## src/rtl/pg_pkg.sv

```systemverilog
package pg_pkg;
  function automatic logic out_of_tol(input logic uv, input logic ov, input logic win);
    return uv | (win & ov);
  endfunction

  function automatic logic pin_level(input logic active, input logic pol);
    return pol ? active : ~active;
  endfunction

  function automatic int delay_cycles(input int clk_hz, input int delay_us);
    longint t;
    t = (longint'(clk_hz) / 1000) * longint'(delay_us) / 1000;
    return int'(t);
  endfunction
endpackage

```

## src/rtl/pg_sync.sv

```systemverilog
module pg_sync #(
  parameter int W = 8
) (
  input  logic         clk,
  input  logic         rst_n,
  input  logic [W-1:0] d,
  output logic [W-1:0] q
);
  logic [W-1:0] stage1;

  always_ff @(posedge clk or negedge rst_n) begin
    if (!rst_n) begin
      stage1 <= '0;
      q      <= '0;
    end else begin
      stage1 <= d;
      q      <= stage1;
    end
  end
endmodule

```

## src/rtl/pg_src_qual.sv

```systemverilog
module pg_src_qual
  import pg_pkg::*;
#(
  parameter int N_CONV = 3,
  parameter int N_IN   = 3,
  localparam int N_SRC = N_CONV + N_IN + 1
) (
  input  logic [N_CONV-1:0]      conv_uv,
  input  logic [N_CONV-1:0]      conv_ov,
  input  logic [N_CONV-1:0]      conv_en,
  input  logic [N_IN-1:0]        in_uv,
  input  logic [N_IN-1:0]        in_ov,
  input  logic                   therm,
  input  logic [N_CONV+N_IN-1:0] mon_en,
  input  logic                   window,
  output logic [N_SRC-1:0]       bad
);
  // converters need both enables, inputs need only the monitor enable
  for (genvar c = 0; c < N_CONV; c++) begin : g_conv
    assign bad[c] = conv_en[c] & mon_en[c] & out_of_tol(conv_uv[c], conv_ov[c], window);
  end
  for (genvar k = 0; k < N_IN; k++) begin : g_in
    assign bad[N_CONV+k] = mon_en[N_CONV+k] & out_of_tol(in_uv[k], in_ov[k], window);
  end
  assign bad[N_SRC-1] = therm;
endmodule

```

## src/rtl/pg_channel.sv

```systemverilog
module pg_channel
  import pg_pkg::*;
#(
  parameter int N_SRC   = 7,
  parameter int DLY_CYC = 11000,
  localparam int CW     = $clog2(DLY_CYC + 1)
) (
  input  logic             clk,
  input  logic             rst_n,
  input  logic [N_SRC-1:0] bad,
  input  logic [N_SRC-1:0] sel,
  input  logic             fault,
  input  logic             pol,
  input  logic             od,
  input  logic             dly_en,
  output logic             pin,
  output logic             oe
);
  logic          active;
  logic [CW-1:0] cnt;
  logic          all_good;
  logic          cnt_done;
  logic          level;

  assign all_good = ~|(bad & sel) & ~fault;
  assign cnt_done = (cnt == CW'(DLY_CYC - 1));

  always_ff @(posedge clk or negedge rst_n) begin
    if (!rst_n) begin
      active <= 1'b0;
      cnt    <= '0;
    end else if (!all_good) begin
      active <= 1'b0;
      cnt    <= '0;
    end else if (!dly_en) begin
      active <= 1'b1;
    end else if (cnt_done) begin
      active <= 1'b1;
    end else begin
      cnt <= cnt + 1'b1;
    end
  end

  assign level = pin_level(active, pol);
  assign pin   = od ? 1'b0 : level;
  assign oe    = od ? ~level : 1'b1;


  fault_forces_off_chk: assert property (@(posedge clk) disable iff (!rst_n)
    fault |=> !active);

  bad_clears_chk: assert property (@(posedge clk) disable iff (!rst_n)
    (|(bad & sel)) |=> (!active && cnt == '0));

  rise_after_good_chk: assert property (@(posedge clk) disable iff (!rst_n)
    $rose(active) |-> $past(all_good));

  rise_after_delay_chk: assert property (@(posedge clk) disable iff (!rst_n)
    ($rose(active) && $past(dly_en)) |-> $past(cnt_done));

  cnt_in_range_chk: assert property (@(posedge clk) disable iff (!rst_n)
    cnt < CW'(DLY_CYC));
endmodule

```

## src/rtl/pg_aggregator.sv

```systemverilog
module pg_aggregator
  import pg_pkg::*;
#(
  parameter int N_BUCK   = 2,
  parameter int N_IN     = 3,
  parameter int CLK_HZ   = 100_000_000,
  parameter int DELAY_US = 11000,
  localparam int N_CONV  = N_BUCK + 1,
  localparam int N_SRC   = N_CONV + N_IN + 1,
  localparam int N_MON   = N_CONV + N_IN,
  localparam int SYNC_W  = 2 * N_CONV + 2 * N_IN + 3,
  localparam int DLY_CYC = delay_cycles(CLK_HZ, DELAY_US)
) (
  input  logic              clk,
  input  logic              rst_n,
  input  logic [N_CONV-1:0] conv_uv,
  input  logic [N_CONV-1:0] conv_ov,
  input  logic [N_CONV-1:0] conv_en,
  input  logic [N_IN-1:0]   in_uv,
  input  logic [N_IN-1:0]   in_ov,
  input  logic              therm_warn,
  input  logic              fault_tsd,
  input  logic              fault_inov,
  input  logic [N_MON-1:0]  cfg_mon_en,
  input  logic              cfg_window,
  input  logic [N_SRC-1:0]  cfg_sel0,
  input  logic [N_SRC-1:0]  cfg_sel1,
  input  logic [1:0]        cfg_pol,
  input  logic [1:0]        cfg_od,
  input  logic [1:0]        cfg_dly_en,
  output logic [1:0]        pg_pin,
  output logic [1:0]        pg_oe
);
  logic [N_CONV-1:0] s_conv_uv, s_conv_ov;
  logic [N_IN-1:0]   s_in_uv, s_in_ov;
  logic              s_therm, s_tsd, s_inov;
  logic [N_SRC-1:0]  src_bad;
  logic              fault_any;
  logic [1:0][N_SRC-1:0] sel_vec;


  pg_sync #(.W(SYNC_W)) u_sync (
    .clk   (clk),
    .rst_n (rst_n),
    .d     ({fault_inov, fault_tsd, therm_warn, in_ov, in_uv, conv_ov, conv_uv}),
    .q     ({s_inov, s_tsd, s_therm, s_in_ov, s_in_uv, s_conv_ov, s_conv_uv})
  );

  pg_src_qual #(.N_CONV(N_CONV), .N_IN(N_IN)) u_qual (
    .conv_uv (s_conv_uv),
    .conv_ov (s_conv_ov),
    .conv_en (conv_en),
    .in_uv   (s_in_uv),
    .in_ov   (s_in_ov),
    .therm   (s_therm),
    .mon_en  (cfg_mon_en),
    .window  (cfg_window),
    .bad     (src_bad)
  );

  assign fault_any = s_tsd | s_inov;
  assign sel_vec   = {cfg_sel1, cfg_sel0};

  for (genvar p = 0; p < 2; p++) begin : g_out
    pg_channel #(.N_SRC(N_SRC), .DLY_CYC(DLY_CYC)) u_ch (
      .clk    (clk),
      .rst_n  (rst_n),
      .bad    (src_bad),
      .sel    (sel_vec[p]),
      .fault  (fault_any),
      .pol    (cfg_pol[p]),
      .od     (cfg_od[p]),
      .dly_en (cfg_dly_en[p]),
      .pin    (pg_pin[p]),
      .oe     (pg_oe[p])
    );
  end
endmodule

```

## config.mk

```make
export PLATFORM = sky130hd
export DESIGN_NAME = pg_aggregator
export DESIGN_NICKNAME = d
export VERILOG_FILES = /design/src/rtl/pg_pkg.sv /design/src/rtl/pg_sync.sv /design/src/rtl/pg_src_qual.sv /design/src/rtl/pg_channel.sv /design/src/rtl/pg_aggregator.sv
export SDC_FILE = /design/constraint.sdc
export NUM_CORES = 1
export LEC_CHECK = 0
export BUFFER_PORTS_ARGS = -buffer_cell sky130_fd_sc_hd__buf_2
export CORE_MARGIN = 2
export CORE_UTILIZATION = 40
export DETAILED_ROUTE_END_ITERATION = 10
export SLEW_MARGIN = 15
export SYNTH_ARGS = -nofsm -noshare
export SYNTH_HDL_FRONTEND = slang
export SYNTH_SLANG_ARGS = --single-unit
export TNS_END_PERCENT = 20
```

## constraint.sdc

```tcl
create_clock -name clk -period 2.4 [get_ports clk]
set_input_delay 0 -clock clk [delete_from_list [all_inputs] [get_ports clk]]
set_output_delay 0 -clock clk [all_outputs]
set_load 0.01 [all_outputs]
```

### Yosys cells after proc, flatten, opt, wreduce, memory -nomap -nowiden

Cells that the tools add are included.

| storage, ports and cells | value |
|---|---|
| bits in registers | 74 |
| output and inout bits | 4 |
| word-level logic and storage cells | 71 |

| cells by class | value |
|---|---|
| $add $sub $neg | 2 |
| reduce and logical (&&, ||, !) cells | 6 |
| equal/unequal tests | 8 |
| multiplexer cells | 18 |
| bitwise gates (word level) | 31 |

Operators by type and width:

| kind | number |
|---|---|
| 2-to-1 mux 21 bit | 6 |
| adder 21 x 1 -> 21 bit (second input constant) | 2 |
| equality test 21 bit (second input constant) | 2 |
| bitwise AND 1 bit | 17 |
| bitwise AND 7 bit | 2 |
| OR reduction 7 bit | 2 |
| 2-to-1 mux 1 bit | 12 |
| inequality test 2 bit (second input constant) | 4 |
| OR 1 bit | 7 |
| inequality test 3 bit (second input constant) | 2 |
| NOT 1 bit | 5 |
| AND reduction 2 bit | 2 |
| zero test 1 bit | 2 |

### Depth between registers and ports, before layout

| depth | value |
|---|---|
| depth after elaboration | 9 |
| mapped depth | 7 |

### Cells and area by module

From an unflattened synthesis, not the netlist that was laid out.

| unflattened totals | value |
|---|---|
| cells, all modules | 321 |
| area total of the unflattened synthesis | 3388.2 um^2 |

Modules (own cells, without submodules):

| module | area an instance (um^2) | cells an instance | times used | seq. area each (um^2) |
|---|---|---|---|---|
| pg_channel | 1276.2 | 137 | 2 | 550.5 |
| pg_sync | 750.7 | 30 | 1 | 750.7 |
| pg_src_qual | 78.8 | 16 | 1 | 0.0 |
| pg_aggregator | 6.3 | 1 | 1 | 0.0 |

### Worst setup path before layout

OpenSTA, ideal clock, no wires.

| timing | value |
|---|---|
| kind | register to register |
| start | register g_out[1].u_ch.cnt[9] |
| end | register g_out[1].u_ch.cnt[17] |
| stages on the path, launching flop included | 6 |
| data required time | 2.322 ns |
| path slack | 0.432 ns |
| buffers on the path | 0 |
| data arrival time | 1.890 ns |
| cell sequence | dfrtp_1 > nand4_2 > or4_1 > a311o_1 > or3_1 > a21oi_1 |

| between the ends | value |
|---|---|
| word-level cells in the longest chain between the ends | 4 |
| elaborated cells between the ends (all ways) | 7 |

Ends and longest elaborated chain:

| what | RTL line | source |
|---|---|---|
| from (decl) | pg_channel.sv:20 | `logic [CW-1:0] cnt;` |
| from (signal assigned) | pg_channel.sv:40 | `cnt <= cnt + 1'b1;` |
| adder 21 x 1 -> 21 bit | pg_channel.sv:40 |  |
| 2-to-1 mux 21 bit | pg_channel.sv:37 | `end else if (cnt_done) begin` |
| 2-to-1 mux 21 bit | pg_channel.sv:35 | `end else if (!dly_en) begin` |
| 2-to-1 mux 21 bit | pg_channel.sv:32 | `end else if (!all_good) begin` |

Parallel ways exist; a longest one is shown, timed or not. The select of a mux whose other input is x is not followed.
A chain may end at the register's enable or synchronous reset.

### Worst setup path after layout

Ends and elaborated chain as after synthesis.

==> results.yml <==
synthesis:
  syn_area_per_cell_um2: 10.7
  syn-num-nets: 345
  synth.ff_latch_count: 74
  ys.flop_type: "dfrtp_1"
  syn_area_um2: 3170
  synth.yosys.warnings: 0
  synthArstFlopShare: 1.00
  synth-edff-count: 0
  netlist_instances: 296
  yosysUniqueCellTypes: 42
  yosysSeqAreaShare: 0.584
place:
  place_congestion: 0.793
  place_hpwl_um: 4300
  place_area_um2: 3560
  dp_worst_setup_slack_ns: 0.298
  place_inst: 446
  portBuffers: 50
timing:
  min_period_ns: 2.12
  final.period_utilization: 0.883
  slew_headroom: 0.556
  drv_slew: 0
  max_slew.worst_pin.slew_ns: 0.666
  max_freq_mhz: 472
  fin_ws_ns: 0.281
  skew_ns: 0.00631
  tns_ns: 0
  rsz0062_at_grt: "false"
  setup_viol: 0
  hold_viol: 0
route:
  finalWirelength_um: 6190
  drt-initial-drc-count: 59
  remaining_drc_errors: 0
  postRouteAntennaNets: 0
  viasPerCell: 4.95
  avgRoutedWirePerCell_um: 12.9
  vias: 2378
  firstDrtPassIters: 4
clock_tree:
  cts_root_buf: "clkbuf_8"
  post_cts_resized: 0
  cts_buffers: 9
  clock_latency_ns: 0.34
  post-cts-setup-buffers: 0
  clock_path_buffers: 2
  ctsHoldBuffers: 18
  clk_pin_slew_ns: 0.08
  clock_sinks: 74
  cts_tree: "yes"
  htreeDepth: 3
global_route:
  antenna_found_initial: 0
  grt_pass1_vias: 2388
  grt_usage: 0.162
  grt_max_degree: 32
  grt_overflow_total: 0
  grt_pass1_wl_um: 11000
final_layout:
  final_area_um2: 3940
  final_nets: 422
  seqCellArea_um2: 1850
  syn2layout_area_growth_pct: 24.4
  antenna_cells: 0
  nFillCells: 711
  layout_commonest_cell: "dfrtp_1"
  fin_cells: 480
  multi_input_area_um2: 1230
  final_cell_mix: "74 x dfrtp_1, 51 x nor2_1, 50 x buf_2"
  drive_gt1_frac: 0.209
critical_path:
  cp-end-kind: "flip-flop"
  crit_arrival_ns: 2.39
  crit_path_max_fanout: 6
  max_stage_delay_ns: 0.54
  slowest_stage: "or4_1"
  critPathLaunchType: "flip-flop"
  path_cells: "nand4_2, or4_1, a311o_1, or3_1, a21oi_1"
  crit_required_ns: 2.67
  crit_family: "simple AND/OR/NAND/NOR gates"
  critPathBufInv: 0
  crit_type: "flip-flop to flip-flop"
power:
  power.switching_uw: 545
  p_total_mw: 2.40
  peakVddDrop_v: 0.000439
  powerDensity_nw_per_um2: 610
  p_int_mw: 1.86
  clockPowerShare: 0.405
  power_leakage_nw: 1.75
  switching_share: 0.227
  comb_power_share: 0.061
  seq_power_share: 0.534
worst_hold_path:
  hold_class: "input pin to async pin"
floorplanning:
  num_io_pins: 51
  dieArea_um2: 8650
  fp.coreArea_um2: 7690
  die_h_um: 93.0
  row_count: 32
  start_util: 0.412
  fp.dieW_um: 93.0
job:
  maxCapViolCount: 0
status:
  outcome: "finished clean"
## routing by layer
layer  global-route usage  part of all wire
met5                    0                 0
met4               0.0882             0.025
met3               0.0290             0.027
met2                0.252              0.47
met1                0.216              0.47
## power groups by stage
stage	Combinational, mW	Sequential [mW]	Clock [mW]
6_report	0.146	1.28	0.975
3_5_place_dp	0.127	1.31	0
2_1_floorplan	0.0481	1.30	0
5_1_grt	0.165	1.29	1.08
3_3_place_gp	0.125	1.31	0
4_1_cts	0.150	1.28	1.02
## cell families (layout without fill, tap and decap cells)
group                      Yosys count  in the layout  synth area share
buffers and inverters               19            101            0.0272
and+or+nand+nor                    134            134             0.213
xor gates and xnor gates            34             34            0.0939
muxes                                2              2           0.00631
DFF                                 74             74             0.584
adders and majority gates            2              2           0.00789
AOI/OAI and AO/OA                   31             31            0.0675
## synthesized netlist by cell type (2+ instances only)
library cell	count	area [um2]
or2_2	2	12.5
a31oi_1	2	12.5
a21o_1	2	15.0
nand3_1	20	100
inv_1	8	30.0
a311oi_1	2	17.5
nor3_1	6	30.0
nor2_1	51	191
nor4_1	4	25.0
or3_1	3	18.8
xor2_1	25	219
xnor2_1	9	78.8
mux2i_1	2	20.0
a32oi_1	2	17.5
clkbuf_1	6	22.5
and3_1	7	43.8
nand2_1	16	60.1
buf_4	4	30.0
nand4_1	12	75.1
a2111oi_0	2	17.5
dfrtp_1	74	1850
o21ai_0	3	15.0
a41oi_1	2	17.5
ha_1	2	25.0
a21oi_1	9	45.0
nor4b_1	2	17.5
and4_1	3	26.3
or4_1	2	15.0
## area by class of cell
| type | instances | share of cell area |
|---|---|---|
| Clock inverter | 5 | 0.0159 |
| Timing Repair Buffer | 77 | 0.126 |
| Tap cell | 102 | 0.0324 |
| Sequential cell | 74 | 0.470 |
| Clock buffer | 11 | 0.0359 |
| Inverter | 8 | 0.00761 |
| Multi-Input combinational cell | 203 | 0.312 |
## through the flow
stage	util	hold slack (ns)
2_1_floorplan	-	-0.296
3_3_place_gp	0.463	0.0689
3_5_place_dp	0.463	0.0799
4_1_cts	0.513	0.215
5_1_grt	0.513	0.253
6_report	0.513	0.229
## sequential cells by signal, summed over array words and instances (netlist names)
name,cells
u_sync.q,15
g_out.u_ch.cnt,42
u_sync.stage1,15
g_out.u_ch.active,2
## worst paths after layout
kind                                       from                     to  slack, ns  cells after the start
setup / recovery           g_out[1].u_ch.cnt[9]  g_out[1].u_ch.cnt[17]       0.28                      5
hold / removal                            rst_n            u_sync.q[2]       0.23                      2
setup reg to reg           g_out[1].u_ch.cnt[9]  g_out[1].u_ch.cnt[17]       0.28                      5
hold reg to reg                u_sync.stage1[0]            u_sync.q[0]       0.35                      0
max in group asynchronous                 rst_n   g_out[1].u_ch.cnt[9]       1.38                      3
min in group clk                    cfg_sel1[0]  g_out[1].u_ch.cnt[19]       0.23                      5
No activity file was read; power rests on OpenSTA's default activity.
